$ cat src/rtl/tw_eeprom.sv
module tw_eeprom #(
  parameter int WR_CYCLES = 2000,
  parameter int ADDR_W    = 7,
  parameter int PAGE_W    = 3
) (
  input  logic clk,
  input  logic rst_n,
  input  logic scl_i,
  input  logic sda_i,
  output logic sda_oe,
  input  logic wr_en,
  output logic busy
);
  localparam int DEPTH = 1 << ADDR_W;
  localparam int PSIZE = 1 << PAGE_W;
  localparam int BW    = $clog2(WR_CYCLES + 1);

  typedef enum logic [2:0] {S_IDLE, S_DEV, S_WA, S_WD, S_ACK, S_RD, S_RACK} st_t;

  logic [1:0] scl_sy, sda_sy;
  logic scl_p, sda_p;
  st_t st, nxt;
  logic [3:0] cnt;
  logic [7:0] sr, obyte;
  logic mack;
  logic [ADDR_W-1:0] addr, wptr;
  logic [PSIZE-1:0] pmask;
  logic [7:0] pbuf [PSIZE];
  logic [7:0] mem [DEPTH];
  logic [BW-1:0] bcnt;

  wire scl_s  = scl_sy[1];
  wire sda_s  = sda_sy[1];
  wire start_det = scl_s & scl_p & sda_p & ~sda_s;
  wire stop_det  = scl_s & scl_p & ~sda_p & sda_s;
  wire rise = scl_s & ~scl_p;
  wire fall = ~scl_s & scl_p;
  wire dev_ok = (sr[7:4] == 4'b1010) && (bcnt == '0);
  wire commit = stop_det & wr_en & (|pmask);
  wire byte_end = fall && (cnt == 4'd8);
  wire wd_take = (st == S_WD) && byte_end && !start_det && !stop_det;
  wire [ADDR_W-1:0] wnext = {wptr[ADDR_W-1:PAGE_W], wptr[PAGE_W-1:0] + 1'b1};

  assign busy = (bcnt != '0);

  always_ff @(posedge clk or negedge rst_n)
    if (!rst_n) begin
      scl_sy <= 2'b11; sda_sy <= 2'b11; scl_p <= 1'b1; sda_p <= 1'b1;
    end else begin
      scl_sy <= {scl_sy[0], scl_i}; sda_sy <= {sda_sy[0], sda_i};
      scl_p  <= scl_sy[1];          sda_p  <= sda_sy[1];
    end

  always_ff @(posedge clk or negedge rst_n)
    if (!rst_n) begin
      st <= S_IDLE; nxt <= S_IDLE; cnt <= '0; sr <= '0; obyte <= '0; mack <= 1'b0;
      sda_oe <= 1'b0; addr <= '0; wptr <= '0; pmask <= '0; bcnt <= '0;
    end else begin
      if (busy) bcnt <= bcnt - 1'b1;
      if (start_det) begin
        st <= S_DEV; cnt <= '0; sda_oe <= 1'b0; pmask <= '0;
      end else if (stop_det) begin
        st <= S_IDLE; sda_oe <= 1'b0; pmask <= '0;
        if (commit) bcnt <= BW'(WR_CYCLES);
      end else begin
        case (st)
          S_DEV, S_WA, S_WD:
            if (rise && cnt < 4'd8) begin
              sr <= {sr[6:0], sda_s}; cnt <= cnt + 1'b1;
            end else if (byte_end) begin
              cnt <= '0;
              if (st == S_DEV) begin
                if (dev_ok) begin
                  sda_oe <= 1'b1; st <= S_ACK; nxt <= sr[0] ? S_RD : S_WA;
                end else st <= S_IDLE;
              end else if (st == S_WA) begin
                sda_oe <= 1'b1; st <= S_ACK; nxt <= S_WD;
                addr <= sr[ADDR_W-1:0]; wptr <= sr[ADDR_W-1:0];
              end else begin
                sda_oe <= 1'b1; st <= S_ACK; nxt <= S_WD;
                pmask[wptr[PAGE_W-1:0]] <= 1'b1; addr <= wptr; wptr <= wnext;
              end
            end
          S_ACK:
            if (fall) begin
              sda_oe <= 1'b0; cnt <= '0; st <= nxt;
              if (nxt == S_RD) begin
                obyte <= mem[addr]; sda_oe <= ~mem[addr][7]; addr <= addr + 1'b1;
              end
            end
          S_RD:
            if (fall) begin
              cnt <= cnt + 1'b1;
              if (cnt == 4'd7) begin
                sda_oe <= 1'b0; st <= S_RACK;
              end else begin
                obyte <= {obyte[6:0], 1'b0}; sda_oe <= ~obyte[6];
              end
            end
          S_RACK:
            if (rise) mack <= ~sda_s;
            else if (fall) begin
              cnt <= '0;
              if (mack) begin
                st <= S_RD; obyte <= mem[addr]; sda_oe <= ~mem[addr][7]; addr <= addr + 1'b1;
              end else st <= S_IDLE;
            end
          default: ;
        endcase
      end
    end

  always_ff @(posedge clk)
    if (wd_take) pbuf[wptr[PAGE_W-1:0]] <= sr;

  always_ff @(posedge clk or negedge rst_n)
    if (!rst_n) begin
      for (int i = 0; i < DEPTH; i++) mem[i] <= 8'hFF;
    end else if (commit) begin
      for (int i = 0; i < PSIZE; i++)
        if (pmask[i]) mem[{wptr[ADDR_W-1:PAGE_W], PAGE_W'(i)}] <= pbuf[i];
    end
endmodule

$ cat config.mk
export PLATFORM = sky130hd
export DESIGN_NAME = tw_eeprom
export DESIGN_NICKNAME = d
export VERILOG_FILES = /design/src/rtl/tw_eeprom.sv
export SDC_FILE = /design/constraint.sdc
export NUM_CORES = 2
export LEC_CHECK = 0
export BUFFER_PORTS_ARGS = -buffer_cell sky130_fd_sc_hd__buf_2
export CORE_MARGIN = 3
export CORE_UTILIZATION = 45
export CTS_BUF_LIST = sky130_fd_sc_hd__clkbuf_4 sky130_fd_sc_hd__clkbuf_8 sky130_fd_sc_hd__clkbuf_16
export CTS_CLUSTER_SIZE = 40
export DETAILED_ROUTE_END_ITERATION = 8
export SLEW_MARGIN = 30
export SYNTH_ARGS = -nofsm -noshare
export SYNTH_HDL_FRONTEND = slang
export SYNTH_SLANG_ARGS = --single-unit
$ cat constraint.sdc
create_clock -name clk -period 4.6 [get_ports clk]
set_input_delay 0.46 -clock clk [delete_from_list [all_inputs] [get_ports clk]]
set_output_delay 0.46 -clock clk [all_outputs]
set_load 0.03 [all_outputs]
* Word level (Yosys, flattened, before mapping)
Memory sizes are Yosys's and may differ from the RTL's.
Cells that the tools add are included.
** Cells by class
- Multiplexer cells :: 114
- Divide/modulo/power cells :: 0
- Bitwise logic cells :: 29
- $add $sub $neg :: 4
- Reductions and logical operators :: 38
- Order comparisons :: 20
- $mul :: 0
- Equal/unequal tests :: 37
- Shifts and indexed selects :: 0
** Operator list (count)
- $mux W1024 :: 15
- $bwmux W1024 :: 8
- $demux W8 S7 :: 8
- $mux W8 :: 17
- $mux W7 :: 16
- $ge A8 B8 Y1 const B :: 9
- $not A7 Y8 :: 9
- $lt A8 B1 Y1 const B :: 8
- $bmux W8 S7 :: 1
- $mux W3 :: 16
- $mux W11 :: 4
- $pmux W7 S3 :: 2
- $ne A4 B4 Y1 const B :: 9
- $mux W4 :: 7
- $ne A2 B2 Y1 const B :: 12
- $mux W1 :: 16
- $pmux W4 S4 :: 1
- $logic_and A1 B1 Y1 :: 15
- $ne A3 B3 Y1 const B :: 5
- $eq A3 B3 Y1 const B :: 4
- $pmux W3 S4 :: 1
- $reduce_and A6 Y1 :: 2
- $reduce_bool A3 Y1 :: 4
- $logic_not A11 Y1 :: 1
- 30 further kinds :: 52
** Word-level totals
- Memories :: 1
- Bits in latches :: 0
- Bits in read-only memories :: 0
- Logic and storage cells :: 387
- Flip-flop bits (word level) :: 1090
- Input port bits :: 5
- Memory bits (writable) :: 64
** Memory list
- pbuf :: depth 8, bits a word 8, rd ports 8, clocked after memory_dff 0, wr ports 1, RTL line 28 : logic [7:0] pbuf [PSIZE];

* Longest topological paths before layout
- Depth after elaboration :: 28
- Depth in mapped cells :: 12
- Depth with buffers taken out :: 9

* Worst setup path after synthesis
No wires, ideal clock.
- Path type :: register to register
- Start :: reg scl_p
- End :: mem pbuf[0][0], enable pin
- Cell stages (with the launch flop) :: 6
- Period minus slack after synthesis :: 2662 ps
- Slack :: 1938 ps
- Path buffers :: 0
- Arrival time :: 2276 ps
- Library setup time :: 386 ps
- Data required time :: 4214 ps
- Path through :: dfstp_2 > and4bb_2 > nand2_1 > nor3_1 > nand3b_1 > nor3_1
** On the way
- Longest elaborated chain between the ends :: 8
- Elaborated cells on any way between the ends :: 14
- Those cells by class :: mux (2); bitwise (6); reduce/logical (6)
** Ends and longest elaborated chain
- start: declaration :: RTL line 21 : logic scl_p, sda_p;
- start signal: assignment :: RTL line 51 : scl_p <= scl_sy[1]; sda_p <= sda_sy[1];
- $and A1 B1 Y1 :: RTL line 34, 35
- $and A1 B1 Y1 (2 in series) :: RTL line 34 : wire start_det = scl_s & scl_p & sda_p & ~sda_s;
- $logic_not A1 Y1 :: RTL line 41 : wire wd_take = (st == S_WD) && byte_end && !start_det && !stop_det;
- $logic_and A1 B1 Y1 :: RTL line 41
- $logic_and A1 B1 Y1 * :: RTL line 41
- $mux W1 * :: RTL line 114 : if (wd_take) pbuf[wptr[PAGE_W-1:0]] <= sr;
- $mux W1 (not written as such) * :: RTL line 114
- end: declaration :: RTL line 28
Mark *: on every way between the ends. The rest lies on a longest branch, timed or not.

* Worst setup path after layout
- Start :: reg addr[0]
- End :: reg obyte[0]
** On the way
- Longest elaborated chain between the ends :: 8
- Elaborated cells on any way between the ends :: 10
- Those cells by class :: mux (9); bitwise (1)
** Ends and longest elaborated chain
- start: declaration :: RTL line 26 : logic [ADDR_W-1:0] addr, wptr;
- start signal: assignment :: RTL line 78 : addr <= sr[ADDR_W-1:0]; wptr <= sr[ADDR_W-1:0];
- start signal: assignment :: RTL line 88 : obyte <= mem[addr]; sda_oe <= ~mem[addr][7]; addr <= addr + 1'b1;
- $not A7 Y8 (not written as such) * :: RTL line 88, 105
- $bmux W8 S7 * :: RTL line 88, 105
- $mux W8 * (2 in series)
- $mux W7 :: RTL line 104 : if (mack) begin
- $mux W7 :: RTL line 102 : else if (fall) begin
- $mux W7 :: RTL line 101 : if (rise) mack <= ~sda_s;
- $pmux W7 S3 * :: RTL line 66 : case (st)
- end signal: assignment :: RTL line 88
- end signal: assignment :: RTL line 97 : obyte <= {obyte[6:0], 1'b0}; sda_oe <= ~obyte[6];
- end: declaration :: RTL line 24 : logic [7:0] sr, obyte;
Mark *: on every way between the ends. The rest lies on a longest branch, timed or not. The select of a mux whose other input is x is not followed.
A chain may end at the register's enable or synchronous reset.

==> impl_metrics.toml <==
[worst_setup_path]
r2r_slack_ps = 790
critical_path_class = "reg -> reg"
cp_max_fo = 27
crit_cells = 7
critPathLaunchType = "flip-flop"
cp_top_family = "compound AO/OA/AOI/OAI gates"
crit_start = "addr[0]"
cp_num_buf_inv = 1
cp_data_required_time_ps = 5210
timing.rr.end = "obyte[0]"
reg2reg_depth = 7
endpoint = "obyte[0]"
critPathSlowestCell = "dfrtp_4"
r2r_start = "addr[0]"
end_kind = "flip-flop"
critPathMaxStageDelay_ps = 880
cp_cell_sequence = "buf_12 -> mux4_2 -> a22o_1 -> a221oi_1 -> o21ai_0 -> nor4b_1 -> o32ai_1"
worstPathArrival_ps = 4420

[detailed_routing]
viasPerCell = 6.394
routedWlPerCell_um = 34.80
vias = 33130
drtIter0Drc = 2963
drt_pass1_iterations = 5
routed_wl_um = 180300
antenna_left = 0
drc = 0

[floorplanning]
start_util = 0.4546
die_area_mm2 = 0.1236
pin_count = 7
die_w_um = 351.6
row_count = 126
core_mm2 = 0.1182
dieHeight_um = 351.6

[flow_run]
maxCapViolations = 0

[cts]
cts_resized = 0
clkTransAtPathRegs_ps = 60
cts_buffer_depth = 3
cts_tree = "done"
htree_num_levels = 4
cts.sinks = 1154
worstSkewPairLatency_ps = 750
cts.root.buffer_cell = "clkbuf_16"
cts_made_buffers = 131

[pwr]
intPower_mw = 16.98
seqPwrFrac = 0.482
switchingPower_mw = 4.815
max-vdd-ir-drop_mv = 0.3808
p_leak_nw = 23.66
power_switching_share = 0.2209
power_frac_comb = 0.024
power_density_mw_per_mm2 = 360.0
pwr-share-clk = 0.494

[grt]
grt_pass1_wl_um = 257500
grtUsageTotal = 0.2936
grt_pass1_vias = 34090
grt_max_degree = 209
antenna_found_initial = 18
overflow = 0

[sta]
final_hold_viol_count = 0
setup_viol = 0
fin_skew_ps = 30.05
tightestPinTransition_ps = 1071
slew_headroom = 0.2863
period_needed_ps = 3815
tns_ps = 0
rsz0062_at_grt = "false"
finalMaxSlewViolations = 0
finalCritPeriodShare = 0.8293
timing.fmax_ghz = 0.2621

[status]
outcome = "completed"

[cells_and_area]
final_common_cell = "mux2_2"
syn_to_final_growth_pct = 12.63
stdcell_count = 5182
final_cell_mix = "mux2_2, dfstp_2, mux4_2, nand2_1, clkbuf_16"
nFillCells = 9683
seq_area_mm2 = 0.03050
multiInputGateArea_mm2 = 0.02217
layout.nets = 3553
layout-drive-gt1-share = 0.7562

[yosys]
ys_warn_count = 0
synthArstFlopShare = 0.9445
yosysSeqAreaShare = 0.5672
synth-seq-cells = 1154
synth_nets = 3466
synth_area_mm2 = 0.05375
synth_edf_count = 64
ys_types = 76
synth_ff_type = "dfstp_2"
synth_cells = 3456
avgSynthCellArea_um2 = 15.55

[hold_path]
holdCritPathClass = "in -> reg"

[place]
portBuffers = 6
dp_hpwl_um = 118100
gp_congestion = 1.051
dp_cells = 4941
[cell type report]
cell class	instances	area share
Inverter	13	0.0008061
Clock inverter	42	0.007771
Timing Repair Buffer	152	0.02329
Tap cell	1536	0.03175
Sequential cell	1154	0.5038
Clock buffer	191	0.06620
Antenna cell	3	0.0001240
Multi-Input combinational cell	2091	0.3663
[sequential cells by signal, summed over array words and instances (netlist names)]
signal,cells
pmask,8
sr,8
nxt,3
mem,1024
sda_p,1
st,3
mack,1
scl_p,1
bcnt,11
obyte,7
addr,7
scl_sy,2
cnt,4
pbuf,64
sda_sy,2
wptr,7
sda_oe,1
[routing by layer]
metal	track usage	wire length [um]	up-vias
met4	0.1121	7364	2
met5	0	9	-
met2	0.4454	82050	1522
met1	0.4134	76570	18120
met3	0.06552	14350	344
li1	-	-	13140
[synthesized netlist by cell type (all sizes together) (18+ instances only)]
| cell type | number | area [um^2] |
|---|---|---|
| mux4 | 216 | 4880 |
| a21oi | 46 | 230.2 |
| a221oi | 19 | 185.2 |
| clkbuf | 111 | 417.9 |
| nand2b | 18 | 112.6 |
| a221o | 18 | 180.2 |
| o21ai | 56 | 280.3 |
| mux2 | 1046 | 11780 |
| dfrtp | 60 | 1501 |
| nor3 | 27 | 135.1 |
| dfstp | 1030 | 27060 |
| nand3 | 27 | 135.1 |
| mux2i | 114 | 1141 |
| buf | 87 | 684.4 |
| nand2 | 175 | 696.9 |
| edfxtp | 64 | 1922 |
| nor2 | 125 | 769.5 |
[cell families after synthesis]
group	count (synthesis)	share of synthesized area
buf+inv	211	0.02142
compound gates	246	0.03280
mux	1376	0.3312
xor+xnor	8	0.001303
flops	1154	0.5672
simple gates	456	0.04497
fa+ha+maj	5	0.001164
[worst register-to-register path: stages (launching register included)]
cell and delay (ps):
dfrtp_4 880, buf_12 320, mux4_2 540, a22o_1 390, a221oi_1 660, o21ai_0 400, nor4b_1 370, o32ai_1 130
[timing repair]
item / in CTS / in global routing
endpoints found under the hold margin: 4 / 0
setup buffers: 0 / 0
hold buffers: 3 / 0
endpoints found under the setup margin: 0 / 0
[how the worst min path moves through the flow]
stage / start / endpoint / depth (start not counted) / slack [ps]
global placement: sda_sy[0] / sda_sy[1] / 0 / 350
global route: sda_sy[0] / sda_sy[1] / 0 / 360
finish: sda_i / sda_sy[0] / 2 / 350
CTS: sda_i / sda_sy[0] / 2 / 310
floorplan: rst_n / addr[0] / 0 / 160
detailed placement: scl_sy[0] / scl_sy[1] / 0 / 350
[stage by stage]
| step | power, mW | setup slack [ps] | utilization | instance area, um^2 | hold WS, ps |
|---|---|---|---|---|---|
| floorplan | 10.85 | 1938 | - | 53750 | 164.4 |
| global placement | 11.13 | 956.0 | 0.4716 | 55760 | 347.6 |
| detailed placement | 11.18 | 881.4 | 0.4732 | 55950 | 346.8 |
| CTS | 21.95 | 875.8 | 0.5113 | 60460 | 311.1 |
| global route | 22.44 | 679.9 | 0.5120 | 60530 | 360.3 |
| finish | 21.79 | 785.1 | 0.5120 | 60540 | 352.2 |
[power groups by stage]
stage	clock network, mW	registers (mW)	logic (mW)
2_1_floorplan	0	10.6	0.259
3_3_place_gp	0	10.6	0.497
3_5_place_dp	0	10.6	0.532
4_1_cts	10.9	10.5	0.536
5_1_grt	11.3	10.5	0.597
6_report	10.8	10.5	0.531
No activity file was read; power rests on OpenSTA's default activity.
